==> config.mk <==
export PLATFORM = sky130hd
export DESIGN_NAME = gpio_pad_regfile
export DESIGN_NICKNAME = d
export VERILOG_FILES = /design/src/rtl/gpio_pad_pkg.sv /design/src/rtl/gpio_pad_decode.sv /design/src/rtl/gpio_pad_datapath.sv /design/src/rtl/gpio_pad_regfile.sv
export SDC_FILE = /design/constraint.sdc
export NUM_CORES = 1
export LEC_CHECK = 0
export BUFFER_PORTS_ARGS = -buffer_cell sky130_fd_sc_hd__buf_2
export CORE_MARGIN = 10
export CORE_UTILIZATION = 45
export CTS_BUF_LIST = sky130_fd_sc_hd__clkbuf_16
export DETAILED_ROUTE_END_ITERATION = 7
export HOLD_SLACK_MARGIN = 0.05
export PLACE_DENSITY = 0.77
export SLEW_MARGIN = 5
export SYNTH_ARGS = -nofsm -noshare
export SYNTH_HDL_FRONTEND = slang
export SYNTH_HIERARCHICAL = 1
export SYNTH_SLANG_ARGS = --single-unit
export TNS_END_PERCENT = 30
==> constraint.sdc <==
create_clock -name clk -period 6.28 [get_ports clk]
set_input_delay 1.256 -clock clk [delete_from_list [all_inputs] [get_ports clk]]
set_output_delay 1.256 -clock clk [all_outputs]
set_load 0.005 [all_outputs]
==> src/rtl/gpio_pad_pkg.sv <==
package gpio_pad_pkg;
  localparam int PIN_IDX_W = 8;
  localparam int FUNC_W    = 3;
  localparam int BIAS_W    = 2;
  localparam int DRV_W     = 3;
  localparam int OE_BIT    = 0;
  localparam int BIAS_LSB  = 1;
  localparam int DRV_LSB   = 4;
  localparam int FUNC_LSB  = 8;
  localparam int IN_BIT    = 0;
  localparam int OUT_BIT   = 1;
  localparam logic [BIAS_W-1:0] BIAS_RESET = 2'd1;

  typedef struct packed {
    logic                 wrCtl;
    logic                 wrIo;
    logic                 selIo;
    logic                 hit;
    logic [PIN_IDX_W-1:0] pin;
  } padStrobe_t;
endpackage

==> src/rtl/gpio_pad_decode.sv <==
module gpio_pad_decode
  import gpio_pad_pkg::*;
#(
  parameter int NUM_PINS = 4,
  parameter int ADDR_W   = 8
) (
  input  logic [ADDR_W-1:0] addr,
  input  logic              wrEn,
  output padStrobe_t        strb
);
  localparam int IDX_W = ADDR_W - 1;
  localparam logic [IDX_W-1:0] LAST_IDX = IDX_W'(NUM_PINS - 1);

  logic [IDX_W-1:0] idx;
  logic             hit;

  assign idx = addr[ADDR_W-1:1];
  assign hit = (idx <= LAST_IDX);

  always_comb begin
    strb.hit   = hit;
    strb.selIo = addr[0];
    strb.pin   = PIN_IDX_W'(idx);
    strb.wrCtl = wrEn && hit && !addr[0];
    strb.wrIo  = wrEn && hit && addr[0];
  end
endmodule

==> src/rtl/gpio_pad_datapath.sv <==
module gpio_pad_datapath
  import gpio_pad_pkg::*;
#(
  parameter int NUM_PINS = 4,
  parameter int DATA_W   = 32
) (
  input  logic                     clk,
  input  logic                     rst,
  input  padStrobe_t               strb,
  input  logic [DATA_W-1:0]        wrData,
  input  logic [NUM_PINS-1:0]      padIn,
  output logic [DATA_W-1:0]        rdData,
  output logic [FUNC_W*NUM_PINS-1:0] funcSel,
  output logic [BIAS_W*NUM_PINS-1:0] biasSel,
  output logic [DRV_W*NUM_PINS-1:0]  driveCode,
  output logic [NUM_PINS-1:0]      outEn,
  output logic [NUM_PINS-1:0]      outData
);
  localparam int PSEL_W = (NUM_PINS > 1) ? $clog2(NUM_PINS) : 1;

  logic [FUNC_W-1:0] funcQ [NUM_PINS];
  logic [BIAS_W-1:0] biasQ [NUM_PINS];
  logic [DRV_W-1:0]  drvQ  [NUM_PINS];
  logic [NUM_PINS-1:0] oeQ, outQ, syncA, syncB;
  logic [PSEL_W-1:0] pinSel;

  assign pinSel = strb.pin[PSEL_W-1:0];

  always_ff @(posedge clk) begin
    if (rst) begin
      syncA <= '0;
      syncB <= '0;
    end else begin
      syncA <= padIn;
      syncB <= syncA;
    end
  end

  for (genvar g = 0; g < NUM_PINS; g++) begin : g_pin
    logic mine;
    assign mine = (strb.pin == PIN_IDX_W'(g));

    always_ff @(posedge clk) begin
      if (rst) begin
        funcQ[g] <= '0;
        biasQ[g] <= BIAS_RESET;
        drvQ[g]  <= '0;
        oeQ[g]   <= 1'b0;
        outQ[g]  <= 1'b0;
      end else begin
        if (strb.wrCtl && mine) begin
          funcQ[g] <= wrData[FUNC_LSB +: FUNC_W];
          biasQ[g] <= wrData[BIAS_LSB +: BIAS_W];
          drvQ[g]  <= wrData[DRV_LSB +: DRV_W];
          oeQ[g]   <= wrData[OE_BIT];
        end
        if (strb.wrIo && mine) begin
          outQ[g] <= wrData[OUT_BIT];
        end
      end
    end

    assign funcSel[g*FUNC_W +: FUNC_W]   = funcQ[g];
    assign biasSel[g*BIAS_W +: BIAS_W]   = biasQ[g];
    assign driveCode[g*DRV_W +: DRV_W]   = drvQ[g];
  end

  assign outEn   = oeQ;
  assign outData = outQ;

  always_comb begin
    rdData = '0;
    if (strb.hit) begin
      if (strb.selIo) begin
        rdData[IN_BIT]  = syncB[pinSel];
        rdData[OUT_BIT] = outQ[pinSel];
      end else begin
        rdData[OE_BIT]                  = oeQ[pinSel];
        rdData[BIAS_LSB +: BIAS_W]      = biasQ[pinSel];
        rdData[DRV_LSB +: DRV_W]        = drvQ[pinSel];
        rdData[FUNC_LSB +: FUNC_W]      = funcQ[pinSel];
      end
    end
  end

  // every field returns to its reset value one edge after reset
  p_reset_values_r10: assert property (@(posedge clk)
    rst |=> (outEn == '0 && outData == '0 && funcSel == '0 && driveCode == '0
             && biasSel == {NUM_PINS{BIAS_RESET}}));

  // output enables move only on a control-word write
  p_oe_hold_r5: assert property (@(posedge clk) disable iff (rst)
    !strb.wrCtl |=> $stable(outEn));

  // output values move only on a data-word write
  p_out_hold_r6: assert property (@(posedge clk) disable iff (rst)
    !strb.wrIo |=> $stable(outData));

  // synchronized input lags the pad by two edges
  p_sync_latency_r7: assert property (@(posedge clk) disable iff (rst)
    (!$past(rst) && !$past(rst, 2)) |-> (syncB == $past(padIn, 2)));

  // unmapped addresses read as zero
  p_unmapped_zero_r9: assert property (@(posedge clk) disable iff (rst)
    !strb.hit |-> (rdData == '0));
endmodule

==> src/rtl/gpio_pad_regfile.sv <==
module gpio_pad_regfile
  import gpio_pad_pkg::*;
#(
  parameter int NUM_PINS = 4,
  parameter int ADDR_W   = 8,
  parameter int DATA_W   = 32
) (
  input  logic                      clk,
  input  logic                      rst,
  input  logic [ADDR_W-1:0]         addr,
  input  logic                      wrEn,
  input  logic [DATA_W-1:0]         wrData,
  output logic [DATA_W-1:0]         rdData,
  input  logic [NUM_PINS-1:0]       padIn,
  output logic [3*NUM_PINS-1:0]     funcSel,
  output logic [2*NUM_PINS-1:0]     biasSel,
  output logic [3*NUM_PINS-1:0]     driveCode,
  output logic [NUM_PINS-1:0]       outEn,
  output logic [NUM_PINS-1:0]       outData
);
  padStrobe_t strb;

  gpio_pad_decode #(.NUM_PINS(NUM_PINS), .ADDR_W(ADDR_W)) u_decode (
    .addr (addr),
    .wrEn (wrEn),
    .strb (strb)
  );

  gpio_pad_datapath #(.NUM_PINS(NUM_PINS), .DATA_W(DATA_W)) u_datapath (
    .clk       (clk),
    .rst       (rst),
    .strb      (strb),
    .wrData    (wrData),
    .padIn     (padIn),
    .rdData    (rdData),
    .funcSel   (funcSel),
    .biasSel   (biasSel),
    .driveCode (driveCode),
    .outEn     (outEn),
    .outData   (outData)
  );
endmodule

==> results.yml, run 1 <==
run_status:
  run_status: "finished, final reports clean"
timing:
  finalSetupTns_ns: 0
  grt_setup_unrepaired: "false"
  fmaxAchievable_mhz: 245
  timing.slew.headroom_pct: 54.9
  finalCriticalPeriod_ns: 4.08
  finalHoldViolCount: 0
  timing.final.setup_violations: 0
  slew_viols_final: 0
  min_period_over_period_pct: 65.0
  final.setup_skew_ns: 0.000442
  timing_worst_slew_pin_value_ns: 0.670
global_routing:
  number_of_global_route_vias_before_repair: 1655
  total_routing_usage_reported_by_global_routing_pct: 12.9
  grt_pass1_wl_microns: 8740
  gr-total-overflow: 0
  antenna_found_initial: 0
  grt_start_max_net_pins: 24
clock_network:
  cts_h_tree_depth: 2
  tritoncts_clock_tree: "done"
  clock_sinks: 48
  post-cts-setup-buffers: 0
  cts_root_buffer: "clkbuf_16"
  cts.path.max_buffers: 2
  clock_insertion_delay_worst_skew_ns: 0.28
  ctsResizeCount: 0
  numCtsBuffers: 5
  postCtsHoldBufs: 0
  clkTransAtPathRegs_ns: 0.06
route:
  post-route-drc-count: 0
  dr.first_iter.drc_count: 74
  wirelength_microns: 5950
  drtAntennaViolNets: 0
  drt_first_pass_iters: 4
  post_drt_via_cell_ratio: 4.87
  avgRoutedWirePerCell_microns: 17.5
  via_count: 1650
placement:
  numPlacedInstances: 331
  dpl.hpwl_microns: 4490
  gp_weighted_congestion: 0.820
  count_of_input_and_output_buffers: 72
die:
  die_y_microns: 95.3
  die_x_extent_microns: 95.3
  floorplan.initialDensity_pct: 46.3
  die-area_sq_um: 9070
  area_inside_the_core_boundary_sq_um: 5510
  ioPinCount: 119
  num_rows: 27
cells_and_area:
  finalNonFillerCells: 339
  drive_above_1_share_pct: 36.3
  antenna_cells_inserted: 0
  areaGrowthSynthToFinish_pct: 15.6
  n_fill_cell: 487
  finish.net_count: 313
power:
  power.sequential.fraction_pct: 52.9
  cell_internal_pwr_uw: 523
  power_switching_uw: 147
  clkPwrFrac_pct: 37.9
  switching_share_pct: 21.9
  leakagePower_uw: 0.00125
  power_density_nw_per_um2: 227
  combinationalPowerShare_pct: 9.2
  power.ir.vdd_worst_uv: 158
synth:
  post_synth_xor_area_fraction_pct: 0
  post_synth_mux_area_share_pct: 12.9
  post_synth_fa_ha_maj_area_fraction_pct: 0
  synth_async_sr_flop_share_pct: 0
  post_synth_and_or_nand_nor_area_fraction_pct: 24.8
  synth_top_family_by_area: "simple AND/OR/NAND/NOR gates"
  synth_area_sq_um: 2550
  synth_area_per_cell_sq_um: 12.5
  ys.flop_type: "edfxtp_1"
  ys_seq_elements: 48
  post_synth_inst_count: 204
  synth_cell_types: 28
  synth_largest_type_area_fraction_pct: 37.7
  synthTopCellsByCount: "buf_4 (34), edfxtp_1 (32), and2_1 (29), nand2b_1 (19), nor2b_1 (17)"
  synth_edf_count: 32
  synth.largest_area_cell: "edfxtp_1"
  synth_warnings: 6
  synth_most_common_cell: "buf_4"
  synth_area_in_compound_gates_pct: 0.393
  synth_area_leaders: "edfxtp_1 (38%), dfxtp_1 (13%), buf_4 (10%), mux4_2 (9.7%), and2_1 (7.1%)"
  yosysSeqAreaShare_pct: 50.3
critical_path:
  biggest_fanout_along_the_worst_timing_path: 9
  critical_path_arrival_ns: 2.83
  worst_path_max_delay_cell: "or3_4"
  cp_cell_sequence: "buf_2 -> or3_4 -> nor3_1 -> nand2b_1 -> o21ai_1 -> buf_2"
  cp.required_ns: 5.02
  cell_repeated_most_along_the_worst_path: "buf_2"
  setup.worst_path.end_class: "output pin"
  worst_path_dominant_cell_family: "simple AND/OR/NAND/NOR gates"
  worst_path_largest_cell_delay_ns: 0.39
  cp-start-kind: "primary input"
  crit_buf_inv: 2
  path_class: "in -> out"
flow_run:
  maxCapViolCount: 0
hold_path:
  worstHoldPathType: "reg -> reg"
-- layout make-up --
type | instances | area, sq um | area share (%)
flip-flops and latches | 48 | 1280 | 43.5
clock inverters | 3 | 16.3 | 0.552
clock buffers | 5 | 125 | 4.25
inverters | 3 | 11.3 | 0.382
repair buffers | 72 | 360 | 12.2
well taps | 72 | 90.1 | 3.06
multi-input cells | 136 | 1060 | 36.0
-- layer usage --
metal / GRT usage [%] / wire (microns) / vias up
met1: 14.2 / 2210 / 795
met2: 23.4 / 3080 / 61
met4: 4.86 / 79 / 0
met5: 0 / 0 / -
met3: 3.38 / 569 / 4
li1: - / - / 790
-- registers in the layout, indices dropped and copies added, names as in the netlist --
register            count
u_datapath/biasQ        8
u_datapath/drvQ        12
u_datapath/funcQ       12
u_datapath/outData      4
u_datapath/outEn        4
u_datapath/syncA        4
u_datapath/syncB        4
-- worst paths after layout --
| kind | from | to | slack, ns | cells past startpoint |
|---|---|---|---|---|
| max | addr[6] | rdData[1] | 2.20 | 6 |
| max reg2reg | u_datapath/outData[3] | u_datapath/outData[3] | 5.65 | 2 |
| min reg2reg | u_datapath/syncA[1] | u_datapath/syncB[1] | 0.44 | 1 |
| min | u_datapath/syncA[1] | u_datapath/syncB[1] | 0.44 | 1 |
-- power groups by stage --
stage | clock network [uW] | registers [uW] | logic, uW
3_5_place_dp | 0 | 361 | 61.7
6_report | 254 | 354 | 61.5
2_1_floorplan | 0 | 362 | 48.3
3_3_place_gp | 0 | 361 | 60.2
5_1_grt | 273 | 356 | 68.0
4_1_cts | 257 | 355 | 61.9
-- worst register-to-register path, cell delays in order, from the launching register on --
cell	delay, ns
dfxtp_1	0.35
nand2b_1	0.08
mux2i_1	0.13
-- layout by cell type (no fill, tap or decap), drive strengths merged, types with 2 or more instances in the layout --
cell type  instances
nor3               2
conb              24
dfxtp             16
nor4               5
nor2               2
nor2b             17
nand2b            19
nand4              7
inv                5
mux4              11
edfxtp            32
nand2              2
nand3              2
clkbuf             5
o21ai              2
mux2i              8
buf               72
and2              29
-- cell families (layout without fill, tap and decap cells) --
logic type | count (synthesis) | count (layout)
AO/OA/AOI/OAI | 2 | 2
buffers and inverters | 42 | 83
flip-flops | 48 | 48
multiplexers | 19 | 19
other | 2 | 24
AND/OR/NAND/NOR | 91 | 91
-- stage by stage --
stage / hold WS, ns / total power (uW) / setup WS (ns) / util, % / cell area (sq um)
final: 0.442 / 670 / 2.20 / 53.5 / 2950
after global routing: 0.471 / 697 / 2.07 / 53.5 / 2950
after CTS: 0.448 / 674 / 2.20 / 53.5 / 2950
after detailed placement: 0.433 / 423 / 2.20 / 50.9 / 2800
after global placement: 0.418 / 421 / 2.24 / 50.9 / 2800
after floorplan: 0.414 / 410 / 2.56 / - / 2630
Note: power is estimated with default switching activity, not from simulation.
==> inputs of run 2 (changes only) <==
--- a/config.mk
+++ b/config.mk
@@ -7,11 +7,11 @@
 export LEC_CHECK = 0
 export BUFFER_PORTS_ARGS = -buffer_cell sky130_fd_sc_hd__buf_2
 export CORE_MARGIN = 10
-export CORE_UTILIZATION = 45
+export CORE_UTILIZATION = 42
 export CTS_BUF_LIST = sky130_fd_sc_hd__clkbuf_16
 export DETAILED_ROUTE_END_ITERATION = 7
 export HOLD_SLACK_MARGIN = 0.05
-export PLACE_DENSITY = 0.77
+export PLACE_DENSITY = 0.75
 export SLEW_MARGIN = 5
 export SYNTH_ARGS = -nofsm -noshare
 export SYNTH_HDL_FRONTEND = slang
==> constraint.sdc (replaced) <==
create_clock -name clk -period 3.5 [get_ports clk]
set_input_delay 0.7 -clock clk [delete_from_list [all_inputs] [get_ports clk]]
set_output_delay 0.7 -clock clk [all_outputs]
set_load 0.005 [all_outputs]
==> run 2 against run 1 <==
  * Global-route usage shrank 1.3 points
  * Clock power increased by 110%
  * Register-to-register slack worse by 2.8 ns
  * Final area increased by 1.8%
  * Clock skew barely moved
  * Die area is 5.6% higher
  * Via count decreased by 0.61%
  * Sequential power grew 80%
  * Highest routed layer unchanged
  * Critical path depth stayed put
==> results.yml, run 2 (same netlist as run 1, synthesis figures left out) <==
global_routing:
  antenna_found_initial: 0
  grt_start_max_net_pins: 24
  gr-total-overflow: 0
  number_of_global_route_vias_before_repair: 1750
  grt_pass1_wl_microns: 9140
  total_routing_usage_reported_by_global_routing_pct: 11.6
die:
  die_y_microns: 97.9
  ioPinCount: 119
  area_inside_the_core_boundary_sq_um: 5920
  floorplan.initialDensity_pct: 43.0
  die-area_sq_um: 9580
  die_x_extent_microns: 97.9
  num_rows: 28
cells_and_area:
  final_design_area_no_fill_sq_um: 3000
  finalNonFillerCells: 345
  n_fill_cell: 543
  antenna_cells_inserted: 0
  mostFrequentLayoutCells: "buf_2 (72), edfxtp_1 (32), and2_1 (29), conb_1 (24), nand2b_1 (19)"
  areaGrowthSynthToFinish_pct: 17.6
  reg_top3: "u_datapath/drvQ: 12 flops, u_datapath/funcQ: 12 flops, u_datapath/biasQ: 8 flops"
  layout_commonest_cell: "buf_2"
  finish.net_count: 316
  drive_above_1_share_pct: 37.4
placement:
  gp_weighted_congestion: 0.704
  dpl.hpwl_microns: 4430
  numPlacedInstances: 337
  count_of_input_and_output_buffers: 72
  placedInstanceArea_sq_um: 2830
power:
  cell_internal_pwr_uw: 1010
  leakagePower_uw: 0.00128
  combinationalPowerShare_pct: 8.6
  power.sequential.fraction_pct: 50.1
  power_density_nw_per_um2: 424
  fin_total_pwr_uw: 1270
  power.ir.vdd_worst_uv: 220
  power_switching_uw: 259
  switching_share_pct: 20.4
  clkPwrFrac_pct: 41.3
clock_network:
  cts_root_buffer: "clkbuf_16"
  numCtsBuffers: 5
  tritoncts_clock_tree: "done"
  clkTransAtPathRegs_ns: 0.06
  clock_insertion_delay_worst_skew_ns: 0.28
  ctsResizeCount: 0
  postCtsHoldBufs: 0
  cts_h_tree_depth: 2
  clock_sinks: 48
  cts.path.max_buffers: 2
  post-cts-setup-buffers: 0
route:
  avgRoutedWirePerCell_microns: 16.5
  drtAntennaViolNets: 0
  wirelength_microns: 5680
  drt_first_pass_iters: 4
  dr.first_iter.drc_count: 60
  via_count: 1640
  post_drt_via_cell_ratio: 4.75
  post-route-drc-count: 0
timing:
  slew_viols_final: 0
  timing.final.setup_violations: 0
  final.setup_skew_ns: 0.000383
  finalSetupTns_ns: 0
  min_period_over_period_pct: 83.4
  finalCriticalPeriod_ns: 2.92
  timing_worst_slew_pin_value_ns: 0.693
  timing.slew.headroom_pct: 53.4
  fmaxAchievable_mhz: 342
  finalHoldViolCount: 0
  grt_setup_unrepaired: "false"
critical_path:
  origin_of_the_worst_setup_path: "addr[6]"
  biggest_fanout_along_the_worst_timing_path: 9
  worst_path_largest_cell_delay_ns: 0.39
  cp.required_ns: 2.80
  cell_repeated_most_along_the_worst_path: "buf_2"
  cp-start-kind: "primary input"
  crit_buf_inv: 2
  setup.worst_path.end_class: "output pin"
  worst_path_dominant_cell_family: "simple AND/OR/NAND/NOR gates"
  worst_path_max_delay_cell: "or3_4"
  critical_path_arrival_ns: 2.22
  path_class: "in -> out"
  worstReg2RegStart: "u_datapath/outEn[1]"
  cp_cell_sequence: "buf_2 -> or3_4 -> nor3_1 -> nand2b_1 -> nor2b_1 -> buf_2"
hold_path:
  hold_path_startpoint: "u_datapath/syncA[1]"
  worstHoldPathType: "reg -> reg"
run_status:
  run_status: "finished, final reports clean"
flow_run:
  maxCapViolCount: 0
## run 2: worst register-to-register path, stage by stage, from the launching register on
cell	delay [ns]
dfxtp_1	0.36
nand2b_1	0.06
mux2i_1	0.14
## run 2: cell type report
cell class	count	area, sq um	share of cell area, %
flip-flops and latches	48	1280	42.7
clock inverters	3	42.5	1.42
repair buffers	75	383	12.8
clock buffers	5	125	4.17
multi-input cells	136	1060	35.4
well taps	75	93.8	3.13
inverters	3	11.3	0.376
## run 2: worst paths after layout
path	cells after the start	to	slack, ns
worst max-delay path	6	rdData[9]	0.58
worst min-delay path	1	u_datapath/syncB[1]	0.43
worst max register to register	2	u_datapath/outEn[1]	2.87
worst min register to register	1	u_datapath/syncB[1]	0.43
## run 2: per-stage QoR
step           hold slack, ns  utilization (%)  setup WS [ns]
4_1_cts                 0.436             50.6          0.540
5_1_grt                 0.460             50.6          0.498
3_3_place_gp            0.422             47.8          0.518
2_1_floorplan           0.414                -          0.756
6_report                0.434             50.6          0.580
3_5_place_dp            0.421             47.8          0.547
## run 2: power groups by stage
stage	combinational (uW)	sequential, uW	clock [uW]
floorplan	86.6	649	0
global placement	109	648	0
detailed placement	111	649	0
CTS	111	637	536
global route	121	639	562
finish	109	636	525
## run 2: routing by layer
layer	GRT usage, %	part of all wire (%)	wire, microns
met5	0	0	0
met4	1.68	0.30	17
met3	5.21	8.3	471
met2	20.7	52	2970
met1	12.7	39	2230
==> inputs of run 3 (changes only) <==
--- a/config.mk
+++ b/config.mk
@@ -5,13 +5,14 @@
 export SDC_FILE = /design/constraint.sdc
 export NUM_CORES = 1
 export LEC_CHECK = 0
+export ABC_AREA = 1
 export BUFFER_PORTS_ARGS = -buffer_cell sky130_fd_sc_hd__buf_2
 export CORE_MARGIN = 10
-export CORE_UTILIZATION = 42
+export CORE_UTILIZATION = 45
 export CTS_BUF_LIST = sky130_fd_sc_hd__clkbuf_16
 export DETAILED_ROUTE_END_ITERATION = 7
 export HOLD_SLACK_MARGIN = 0.05
-export PLACE_DENSITY = 0.75
+export PLACE_DENSITY = 0.77
 export SLEW_MARGIN = 5
 export SYNTH_ARGS = -nofsm -noshare
 export SYNTH_HDL_FRONTEND = slang
==> constraint.sdc (replaced) <==
create_clock -name clk -period 3 [get_ports clk]
set_input_delay 0.6 -clock clk [delete_from_list [all_inputs] [get_ports clk]]
set_output_delay 0.6 -clock clk [all_outputs]
set_load 0.005 [all_outputs]
==> run 3 against run 2 <==
  * Sequential share of layout area up 1.1 points
  * Via count up 24%
  * Count of clock-buffer cells in the layout unchanged
==> results.yml, run 3 <==
clock_network:
  numCtsBuffers: 5
  tritoncts_clock_tree: "done"
  cts_root_buffer: "clkbuf_16"
  clock_sinks: 48
  cts.path.max_buffers: 2
  clkTransAtPathRegs_ns: 0.06
  ctsResizeCount: 0
  cts_h_tree_depth: 2
  post-cts-setup-buffers: 0
  postCtsHoldBufs: 0
  clock_insertion_delay_worst_skew_ns: 0.29
timing:
  slew_viols_final: 0
  finalHoldViolCount: 0
  grt_setup_unrepaired: "false"
  timing.slew.headroom_pct: 60.5
  finalSetupTns_ns: 0
  fmaxAchievable_mhz: 406
  setup_ws_ns: 0.536
  timing.final.setup_violations: 0
  final.setup_skew_ns: 0.000271
  timing_worst_slew_pin_value_ns: 0.590
  min_period_over_period_pct: 82.1
  finalCriticalPeriod_ns: 2.46
cells_and_area:
  finish.net_count: 399
  areaGrowthSynthToFinish_pct: 17.6
  reg_top3: "u_datapath/drvQ: 12 flops, u_datapath/funcQ: 12 flops, u_datapath/biasQ: 8 flops"
  antenna_cells_inserted: 0
  drive_above_1_share_pct: 27.8
  mostFrequentLayoutCells: "buf_2 (72), nand2_1 (72), nor2_1 (48), edfxtp_1 (32)"
die:
  die-area_sq_um: 8900
  num_rows: 27
  area_inside_the_core_boundary_sq_um: 5440
  ioPinCount: 119
  die_y_microns: 94.3
  die_x_extent_microns: 94.3
  floorplan.initialDensity_pct: 45.7
power:
  cell_internal_pwr_uw: 1160
  fin_total_pwr_uw: 1480
  combinationalPowerShare_pct: 8.5
  leakagePower_uw: 0.00137
  switching_share_pct: 21.5
  power_density_nw_per_um2: 506
  power.ir.vdd_worst_uv: 350
  power.sequential.fraction_pct: 50.3
  power_switching_uw: 319
  clkPwrFrac_pct: 41.3
synth:
  ys_seq_elements: 48
  synth_area_sq_um: 2490
  synth_area_leaders: "edfxtp_1 (39%), dfxtp_1 (13%), nand2_1 (11%), buf_4 (10%), nor2_1 (7.2%)"
  synth_warnings: 6
  synthTopCellsByCount: "nand2_1 (72), nor2_1 (48), buf_4 (33), edfxtp_1 (32), inv_1 (23)"
  post_synth_inst_count: 289
  synth.largest_area_cell: "edfxtp_1"
  synth_largest_type_area_fraction_pct: 38.6
  ys.flop_type: "edfxtp_1"
  synth_cell_types: 21
  synth_async_sr_flop_share_pct: 0
  yosysSeqAreaShare_pct: 51.5
  synth_most_common_cell: "nand2_1"
  synth_area_per_cell_sq_um: 8.61
  synth_edf_count: 32
critical_path:
  path_class: "in -> out"
  worst_path_largest_cell_delay_ns: 0.32
  cp_cell_sequence: "buf_2 -> nor2_1 -> and3_2 -> inv_1 -> nor2_1 -> buf_4 -> and2_1 -> buf_2"
  critical_path_arrival_ns: 1.86
  cp-start-kind: "primary input"
  cp.required_ns: 2.40
  biggest_fanout_along_the_worst_timing_path: 6
  setup.worst_path.end_class: "output pin"
  worst_path_max_delay_cell: "nor2_1"
global_routing:
  grt_pass1_wl_microns: 9910
  grt_start_max_net_pins: 25
  total_routing_usage_reported_by_global_routing_pct: 14.3
  gr-total-overflow: 0
  number_of_global_route_vias_before_repair: 1945
  antenna_found_initial: 0
route:
  wirelength_microns: 6520
  post_drt_via_cell_ratio: 4.77
  post-route-drc-count: 0
  via_count: 2027
  avgRoutedWirePerCell_microns: 15.3
  drtAntennaViolNets: 0
  drt_first_pass_iters: 4
  dr.first_iter.drc_count: 211
placement:
  gp_weighted_congestion: 0.810
  post-place-ws_ns: 0.569
  dpl.hpwl_microns: 5000
  count_of_input_and_output_buffers: 72
run_status:
  run_status: "finished, final reports clean"
hold_path:
  worstHoldPathType: "reg -> reg"
flow_run:
  maxCapViolCount: 0
## run 3: cell count changes after synthesis, moves of 5 or more
| cell | previous run | this run |
|---|---|---|
| mux4_2 | 11 | 0 |
| nor2_1 | 2 | 48 |
| nand4_1 | 7 | 20 |
| nand2_1 | 2 | 72 |
| inv_1 | 3 | 23 |
| mux2i_1 | 8 | 0 |
| nand3_1 | 2 | 8 |
| nand2b_1 | 19 | 0 |
| nor2b_1 | 17 | 0 |
| and2_1 | 29 | 7 |
| buf_2 | 3 | 8 |
## run 3: cell type report
cell class / count / area [sq um]
multi-input cells: 196 / 902
well taps: 72 / 90.1
clock buffers: 5 / 125
inverters: 24 / 90.1
fillers: 539 / 2510
repair buffers: 77 / 398
flip-flops and latches: 48 / 1280
clock inverters: 3 / 38.8
## run 3: worst max-delay path, delay by kind of cell
family	cells	cell delay (ns)
buffers and inverters	4	0.49
and+or+nand+nor	4	0.78
## run 3: cells by family (layout without fill, tap and decap cells)
| group | Yosys count | count (layout) | share of synthesized area (%) |
|---|---|---|---|
| other | 2 | 24 | 0.302 |
| AO/OA/AOI/OAI | 4 | 4 | 0.805 |
| flip-flops | 48 | 48 | 51.5 |
| AND/OR/NAND/NOR | 168 | 168 | 31.8 |
| buffers and inverters | 67 | 109 | 15.5 |
## run 3: stage by stage
stage	std cells	area (sq um)	hold slack (ns)	utilization, %
2_1_floorplan	311	2570	0.388	-
3_3_place_gp	417	2760	0.392	50.8
3_5_place_dp	417	2760	0.393	50.8
4_1_cts	425	2930	0.402	53.8
5_1_grt	425	2930	0.427	53.8
6_report	425	2930	0.400	53.8
## run 3: power groups by stage
stage          Combinational [uW]  Clock, uW  Sequential, uW
5_1_grt                       141        648             747
4_1_cts                       125        622             745
2_1_floorplan                92.9          0             759
3_3_place_gp                  121          0             758
3_5_place_dp                  124          0             759
6_report                      125        612             745
## run 3: worst paths after layout
check | startpoint | end | slack [ns] | depth (start not counted)
worst max-delay path | addr[7] | rdData[4] | 0.54 | 8
worst min-delay path | u_datapath/syncA[2] | u_datapath/syncB[2] | 0.40 | 2
worst max register to register | u_datapath/outData[0] | u_datapath/outData[0] | 2.39 | 2
worst min register to register | u_datapath/syncA[2] | u_datapath/syncB[2] | 0.40 | 2
## run 3: routing by layer
layer | part of all wire (%) | wire length (microns) | up-vias | global-route usage, %
li1 | - | - | 991 | -
met4 | 1.2 | 76 | 0 | 5.06
met1 | 38 | 2470 | 929 | 16.1
met2 | 47 | 3070 | 101 | 24.1
met5 | 0 | 0 | - | 0
met3 | 14 | 901 | 6 | 5.55
